### config.mk
export PLATFORM = sky130hd
export DESIGN_NAME = irq_lvl_arbiter
export DESIGN_NICKNAME = d
export VERILOG_FILES = /design/src/rtl/irq_lvl_pkg.sv /design/src/rtl/irq_lvl_cfg.sv /design/src/rtl/irq_req_reg.sv /design/src/rtl/irq_lvl_map.sv /design/src/rtl/irq_ack_pick.sv /design/src/rtl/irq_lvl_arbiter.sv
export SDC_FILE = /design/constraint.sdc
export NUM_CORES = 1
export LEC_CHECK = 0
export ABC_AREA = 1
export BUFFER_PORTS_ARGS = -buffer_cell sky130_fd_sc_hd__clkbuf_2
export CAP_MARGIN = 20
export CORE_MARGIN = 2
export CORE_UTILIZATION = 49
export CTS_CLUSTER_DIAMETER = 200
export DETAILED_ROUTE_END_ITERATION = 7
export MAX_ROUTING_LAYER = met4
export PLACE_DENSITY = 0.79
export RECOVER_POWER = 25
export SLEW_MARGIN = 20
export SYNTH_ARGS = -nofsm -noshare
export SYNTH_HDL_FRONTEND = slang
export SYNTH_SLANG_ARGS = --single-unit
### constraint.sdc
create_clock -name clk -period 1.65 [get_ports clk]
set_input_delay 0.33 -clock clk [delete_from_list [all_inputs] [get_ports clk]]
set_output_delay 0.33 -clock clk [all_outputs]
set_load 0.02 [all_outputs]
### src/rtl/irq_lvl_pkg.sv
package irq_lvl_pkg;
  typedef enum logic {GRP_HI = 1'b0, GRP_LO = 1'b1} grp_e;

  // one-hot code of a level value
  function automatic logic [255:0] lvl_onehot(input int unsigned lvl);
    logic [255:0] r;
    r = '0;
    r[lvl[7:0]] = 1'b1;
    return r;
  endfunction
endpackage

### src/rtl/irq_lvl_cfg.sv
module irq_lvl_cfg #(
  parameter int NADP = 2,
  parameter int LVLW = 3,
  localparam int AW = (NADP > 1) ? $clog2(NADP) : 1
) (
  input  logic                 clk,
  input  logic                 rst,
  input  logic                 cfg_we,
  input  logic [AW-1:0]        cfg_adp,
  input  logic [LVLW-1:0]      cfg_hi_lvl,
  input  logic [LVLW-1:0]      cfg_lo_lvl,
  output logic [NADP*LVLW-1:0] hi_lvls,
  output logic [NADP*LVLW-1:0] lo_lvls
);
  logic [NADP-1:0][LVLW-1:0] hi_q, lo_q;

  always_ff @(posedge clk) begin
    if (rst) begin
      hi_q <= '0;
      lo_q <= '0;
    end else if (cfg_we) begin
      hi_q[cfg_adp] <= cfg_hi_lvl;
      lo_q[cfg_adp] <= cfg_lo_lvl;
    end
  end

  assign hi_lvls = hi_q;
  assign lo_lvls = lo_q;


  cfg_write_takes_chk: assert property (@(posedge clk) disable iff (rst)
    cfg_we |=> (hi_q[$past(cfg_adp)] == $past(cfg_hi_lvl)) &&
               (lo_q[$past(cfg_adp)] == $past(cfg_lo_lvl)));
endmodule

### src/rtl/irq_req_reg.sv
module irq_req_reg #(
  parameter int NREQ = 32,
  localparam int IDXW = $clog2(NREQ)
) (
  input  logic            clk,
  input  logic            rst,
  input  logic [NREQ-1:0] req_set,
  input  logic            clr_en,
  input  logic [IDXW-1:0] clr_idx,
  output logic [NREQ-1:0] req_q
);
  logic [NREQ-1:0] clr_vec;

  always_comb begin
    clr_vec = '0;
    if (clr_en) clr_vec[clr_idx] = 1'b1;
  end

  always_ff @(posedge clk) begin
    if (rst) req_q <= '0;
    else     req_q <= (req_q & ~clr_vec) | req_set;
  end


  set_beats_clear_chk: assert property (@(posedge clk) disable iff (rst)
    (req_set != '0) |=> ((req_q & $past(req_set)) == $past(req_set)));
endmodule

### src/rtl/irq_lvl_map.sv
module irq_lvl_map #(
  parameter int NREQ = 32,
  parameter int NADP = 2,
  parameter int LVLW = 3,
  localparam int NLVL = 1 << LVLW
) (
  input  logic [NREQ-1:0]      req_q,
  input  logic [NADP*NREQ-1:0] hi_masks,
  input  logic [NADP*NREQ-1:0] lo_masks,
  input  logic [NADP*LVLW-1:0] hi_lvls,
  input  logic [NADP*LVLW-1:0] lo_lvls,
  output logic [NLVL-1:0]      lvl_mask
);
  logic [NADP-1:0][NLVL-1:0] part_hi, part_lo;

  for (genvar a = 0; a < NADP; a++) begin : g_adp
    logic act_hi, act_lo;
    assign act_hi = |(req_q & hi_masks[a*NREQ +: NREQ]);
    assign act_lo = |(req_q & lo_masks[a*NREQ +: NREQ]);
    always_comb begin
      part_hi[a] = '0;
      part_lo[a] = '0;
      if (act_hi) part_hi[a][hi_lvls[a*LVLW +: LVLW]] = 1'b1;
      if (act_lo) part_lo[a][lo_lvls[a*LVLW +: LVLW]] = 1'b1;
    end
  end

  always_comb begin
    lvl_mask = '0;
    for (int a = 0; a < NADP; a++) lvl_mask = lvl_mask | part_hi[a] | part_lo[a];
  end
endmodule

### src/rtl/irq_ack_pick.sv
module irq_ack_pick
  import irq_lvl_pkg::*;
#(
  parameter int NREQ = 32,
  parameter int NADP = 2,
  parameter int LVLW = 3,
  parameter int VECW = 10,
  parameter logic [NREQ-1:0] DEV_MASK = 32'h0703_00C0,
  parameter int VEC_BASE = 'h100,
  parameter int VEC_STEP = 4,
  localparam int IDXW = $clog2(NREQ),
  localparam int AW = (NADP > 1) ? $clog2(NADP) : 1,
  localparam int TAGW = AW + 1
) (
  input  logic [NREQ-1:0]      req_q,
  input  logic [LVLW-1:0]      ack_lvl,
  input  logic [NADP*NREQ-1:0] hi_masks,
  input  logic [NADP*NREQ-1:0] lo_masks,
  input  logic [NADP*LVLW-1:0] hi_lvls,
  input  logic [NADP*LVLW-1:0] lo_lvls,
  output logic                 hit,
  output logic [IDXW-1:0]      win_idx,
  output logic [TAGW-1:0]      win_tag,
  output logic [VECW-1:0]      win_vec
);
  logic [NREQ-1:0] sel_mask;
  logic [AW-1:0]   sel_adp;
  grp_e            sel_grp;

  // group scan: adapters ascending, high before low
  always_comb begin
    hit      = 1'b0;
    sel_mask = '0;
    sel_adp  = '0;
    sel_grp  = GRP_HI;
    for (int a = 0; a < NADP; a++) begin
      if (!hit && hi_lvls[a*LVLW +: LVLW] == ack_lvl &&
          |(req_q & hi_masks[a*NREQ +: NREQ])) begin
        hit      = 1'b1;
        sel_mask = req_q & hi_masks[a*NREQ +: NREQ];
        sel_adp  = AW'(a);
        sel_grp  = GRP_HI;
      end
      if (!hit && lo_lvls[a*LVLW +: LVLW] == ack_lvl &&
          |(req_q & lo_masks[a*NREQ +: NREQ])) begin
        hit      = 1'b1;
        sel_mask = req_q & lo_masks[a*NREQ +: NREQ];
        sel_adp  = AW'(a);
        sel_grp  = GRP_LO;
      end
    end
  end

  // lowest pending bit of the chosen group
  always_comb begin
    win_idx = '0;
    for (int b = NREQ - 1; b >= 0; b--) begin
      if (sel_mask[b]) win_idx = IDXW'(b);
    end
  end

  always_comb begin
    win_tag = hit ? {sel_adp, 1'b1} : '0;
    if (hit && DEV_MASK[win_idx])
      win_vec = VECW'(VEC_BASE + VEC_STEP * int'(win_idx));
    else
      win_vec = '0;
  end

  // group kind is kept for visibility of the scan result
  logic unused_grp;
  assign unused_grp = (sel_grp == GRP_LO);
endmodule

### src/rtl/irq_lvl_arbiter.sv
module irq_lvl_arbiter #(
  parameter int NREQ = 32,
  parameter int NADP = 2,
  parameter int LVLW = 3,
  parameter int VECW = 10,
  parameter logic [NADP*NREQ-1:0] HI_MASKS = 64'h0003_0000_0000_00C0,
  parameter logic [NADP*NREQ-1:0] LO_MASKS = 64'h0700_0000_0000_0030,
  parameter logic [NREQ-1:0] DEV_MASK = 32'h0703_00C0,
  parameter int VEC_BASE = 'h100,
  parameter int VEC_STEP = 4,
  localparam int NLVL = 1 << LVLW,
  localparam int IDXW = $clog2(NREQ),
  localparam int AW = (NADP > 1) ? $clog2(NADP) : 1,
  localparam int TAGW = AW + 1
) (
  input  logic            clk,
  input  logic            rst,
  input  logic [NREQ-1:0] req_set,
  input  logic            cfg_we,
  input  logic [AW-1:0]   cfg_adp,
  input  logic [LVLW-1:0] cfg_hi_lvl,
  input  logic [LVLW-1:0] cfg_lo_lvl,
  output logic [NLVL-1:0] lvl_mask,
  input  logic            ack_valid,
  output logic            ack_ready,
  input  logic [LVLW-1:0] ack_lvl,
  output logic            rsp_valid,
  input  logic            rsp_ready,
  output logic [VECW-1:0] rsp_vec,
  output logic [TAGW-1:0] rsp_tag
);
  logic [NREQ-1:0]      req_q;
  logic [NADP*LVLW-1:0] hi_lvls, lo_lvls;
  logic                 pick_hit;
  logic [IDXW-1:0]      pick_idx;
  logic [TAGW-1:0]      pick_tag;
  logic [VECW-1:0]      pick_vec;
  logic                 accept;

  assign ack_ready = !rsp_valid || rsp_ready;
  assign accept    = ack_valid && ack_ready;

  irq_lvl_cfg #(.NADP(NADP), .LVLW(LVLW)) u_cfg (
    .clk(clk), .rst(rst), .cfg_we(cfg_we), .cfg_adp(cfg_adp),
    .cfg_hi_lvl(cfg_hi_lvl), .cfg_lo_lvl(cfg_lo_lvl),
    .hi_lvls(hi_lvls), .lo_lvls(lo_lvls)
  );

  irq_req_reg #(.NREQ(NREQ)) u_req (
    .clk(clk), .rst(rst), .req_set(req_set),
    .clr_en(accept && pick_hit), .clr_idx(pick_idx), .req_q(req_q)
  );

  irq_lvl_map #(.NREQ(NREQ), .NADP(NADP), .LVLW(LVLW)) u_map (
    .req_q(req_q), .hi_masks(HI_MASKS), .lo_masks(LO_MASKS),
    .hi_lvls(hi_lvls), .lo_lvls(lo_lvls), .lvl_mask(lvl_mask)
  );

  irq_ack_pick #(
    .NREQ(NREQ), .NADP(NADP), .LVLW(LVLW), .VECW(VECW),
    .DEV_MASK(DEV_MASK), .VEC_BASE(VEC_BASE), .VEC_STEP(VEC_STEP)
  ) u_pick (
    .req_q(req_q), .ack_lvl(ack_lvl), .hi_masks(HI_MASKS), .lo_masks(LO_MASKS),
    .hi_lvls(hi_lvls), .lo_lvls(lo_lvls), .hit(pick_hit), .win_idx(pick_idx),
    .win_tag(pick_tag), .win_vec(pick_vec)
  );

  always_ff @(posedge clk) begin
    if (rst) begin
      rsp_valid <= 1'b0;
      rsp_vec   <= '0;
      rsp_tag   <= '0;
    end else if (accept) begin
      rsp_valid <= 1'b1;
      rsp_vec   <= pick_vec;
      rsp_tag   <= pick_tag;
    end else if (rsp_ready) begin
      rsp_valid <= 1'b0;
    end
  end


  rsp_hold_chk: assert property (@(posedge clk) disable iff (rst)
    (rsp_valid && !rsp_ready) |=> (rsp_valid && $stable(rsp_vec) && $stable(rsp_tag)));


  win_cleared_chk: assert property (@(posedge clk) disable iff (rst)
    (accept && pick_hit && !req_set[pick_idx]) |=> !req_q[$past(pick_idx)]);


  miss_zero_chk: assert property (@(posedge clk) disable iff (rst)
    (accept && !pick_hit) |=> (rsp_vec == '0 && rsp_tag == '0));


  idle_no_level_chk: assert property (@(posedge clk) disable iff (rst)
    (req_q == '0) |-> (lvl_mask == '0));


  tag_odd_chk: assert property (@(posedge clk) disable iff (rst)
    (rsp_valid && rsp_tag != '0) |-> rsp_tag[0]);
endmodule

==> impl_results.md <==
* Result of the run: finished, violations left
* Failing checks: negative setup slack
* WL final at 5.60 mm
* P_leak at 0.00135 uW
* Root Buffer Master: clkbuf_8
* Detailed Routing Iterations Pass 1 at 4
* Power per cell area at 817 nW/um^2
* Io pins at just under 70
* CP arrival at approximately 1800 ps
* Type of element capturing the critical path: register
* Nets at 424
* Number of port buffers at 41
* DR vias at around 2,200
* Number of CTS-inserted buffers at 5
* Final Skew at ~7.2 ps
* GRT met3 Usage at a little under 6%
* Crit-path max FO at 3
* Synth area leader: dfxtp_1
* Max_cap viols at 0
* Largest net degree at the start of global routing at 18
* Max Root-Sink Buffers at 2
* DRT antenna net count at 0
* Vias in the first global route at about 1,800
* Wire per inst at about 13 um
* Vias per inst at 5.13
* Worst Setup Start Kind: register
* Row count at 22
* GRT Overall Usage at roughly a quarter
* # setup viols final at 1
* Total die area at around 4300 um^2
* Core ar. at 3660 um^2
* Antenna cell count at 0
* Top cells by area, synth: dfxtp_1, nand2_1, inv_1
* Critical path required time at between 1500 and 2000 ps
* Hold path cells at 3
* Most frequent cells after synthesis: nand2_1, inv_1, nor2_1
* Post-route DRC at 0
* Hold Buf Count CTS at 0
* Pre-CTS setup slack at -131 ps
* F_max at just over 600 MHz
* Hold Path End: u_req.req_q[24]
* Post-synth EDFFs at 0
* Ys flop type: dfxtp_1
* RSZ-0062 raised after global routing: true
* DP HPWL at between 3 and 4 mm
* Count of pins over their slew limit at 0
* # clock sinks at 30
* Area delta synth->final at 44.8%
* Max H-tree Level at 2
* GPL Wtd Cong at a little under 1
* Peak supply drop at 0.000476 V
* Initial Utilization at 50.9%
* Wire length of the first global-routing pass at about 7.8 mm
* Final Util at 73.8%
* Top-count cell post-synth: nand2_1
* Worst skew pair latency at ~280 ps
* Yosys warns at 0
* Global route overflow at 0
* Type of the worst min-delay path: in -> reg
* Chip width at between 60 and 70 um
* Fill count at around 270
* Reg2reg start: u_cfg.hi_lvls[5]
* Register area share after synthesis at between 30% and 40%
* Hold WS at ~260 ps
* Die span in y at ~66 um
* Initial antenna violation count at 0
* Final worst setup slack at -2.11 ps
* Aggregate negative setup slack at -2.11 ps
* Iter 0 DRT Violations at around 120
* Tmin final at about 1700 ps
* Ys async rst share at 0%
* Synthesized area at 1860 um^2
* Layout cell share with drive strength beyond 1 at 49.1%
* Setup Crit Path Kind: reg -> reg
* Post-synth cell types at 27
* Met1 Use GR at a little under a third
* Worst-path clk slew at 70 ps
* Final Hold Vio Count at 0
* FF-to-FF path depth at 15
* Reg-to-reg endpoint: u_req.req_q[7]
* Avg Inst Size Synth at between 6 and 7 um^2
* #FFs+latches synth at 30
* Hold_sp: req_set[24]
* CTS tree: built
* Final period utilization at 100%
* Area share of the largest cell type after synthesis at between 30% and 40%
* Gate Count Post-Synth at 300
* R2R Setup Slk at -2 ps
* M2 GR Usage at between 30% and 40%
* GR peak layer: met2
[logic make-up (layout without fill, tap and decap cells)]
family	count (synthesis)	after routing	synth area share [%]
other	1	4	0.201
AO/OA/AOI/OAI	49	49	14.4
XOR/XNOR	2	2	0.940
flip-flops	30	30	32.2
buffers and inverters	58	132	12.6
AND/OR/NAND/NOR	160	160	39.7
[worst max-delay path: stages (launching register included)]
cell and delay [ps]:
dfxtp_2 350, inv_2 60, nand2_2 70, nand2_2 70, nor2_4 100, nand2_4 80, inv_4 70, nand4_1 110
nand2_2 90, nand2_2 60, nand2_2 70, nand2_2 50, nand2_2 80, nand2_2 50, o21ai_2 130, a21oi_1 80
[layer usage]
layer,part of all wire [%],vias to the layer above,wire length [um]
li1,-,1069,-
met1,42,1006,2330
met2,50,87,2800
met3,6.0,17,338
met4,2.3,0,131
met5,0,-,0
[cell type report]
class	count	area, um^2	share of cell area (%)
Multi-Input combinational cell	215	1210	44.8
Sequential cell	30	637	23.6
Timing Repair Buffer	77	487	18.0
Inverter	48	195	7.23
Clock buffer	6	82.6	3.06
Tap cell	48	60.1	2.22
Clock inverter	1	30.0	1.11
[cell usage in the layout (no fill, tap or decap), types with 2 or more instances in the layout]
cell      count
nand2_1      72
buf_4        40
clkbuf_2     33
inv_1        27
nor2_1       25
a21oi_1      25
nand2_2      22
dfxtp_2      17
inv_2        14
o21ai_0      13
nor2_4       12
nand4_1      10
dfxtp_1       9
nor2_2        7
nand2_4       7
inv_4         6
clkbuf_8      6
a21oi_2       4
o21ai_1       4
conb_1        4
dfxtp_4       4
nand3_2       2
xnor2_2       2
buf_2         2
[power by group]
part	internal [uW]	switching [uW]	total (uW)
combinational	257	386	642
clock	482	264	747
sequential	776	42.4	818
total	1510	692	2210
[through the flow]
| stage | total power, uW | cell area [um^2] | instances |
|---|---|---|---|
| after floorplan | 1150 | 1880 | 303 |
| after global placement | 1310 | 2250 | 403 |
| after detailed placement | 1320 | 2250 | 403 |
| after CTS | 2090 | 2410 | 410 |
| after global routing | 2310 | 2700 | 425 |
| final | 2210 | 2700 | 425 |
[timing repair]
item,4_1_cts,5_1_grt
gates cloned,0,0
setup buffers,0,15
pin swaps,0,33
resized for setup,20,84
endpoints found under the setup margin,9,20
[sequential cells by signal, summed over array words and instances, names as in the netlist]
| signal | count |
|---|---|
| rsp_vec | 6 |
| u_req.req_q | 9 |
| rsp_valid | 1 |
| u_cfg.lo_lvls | 6 |
| u_cfg.hi_lvls | 6 |
| rsp_tag | 2 |
[worst max path at each step]
stage,depth (start not counted),endpoint,from
floorplan,7,u_req.req_q[7],rsp_valid
global placement,16,u_req.req_q[7],ack_lvl[2]
detailed placement,16,u_req.req_q[7],ack_lvl[2]
CTS,7,lvl_mask[4],u_req.req_q[7]
global route,10,u_req.req_q[26],u_cfg.hi_lvls[3]
finish,15,u_req.req_q[7],u_cfg.hi_lvls[5]
Power figures use the tool's default switching activity.
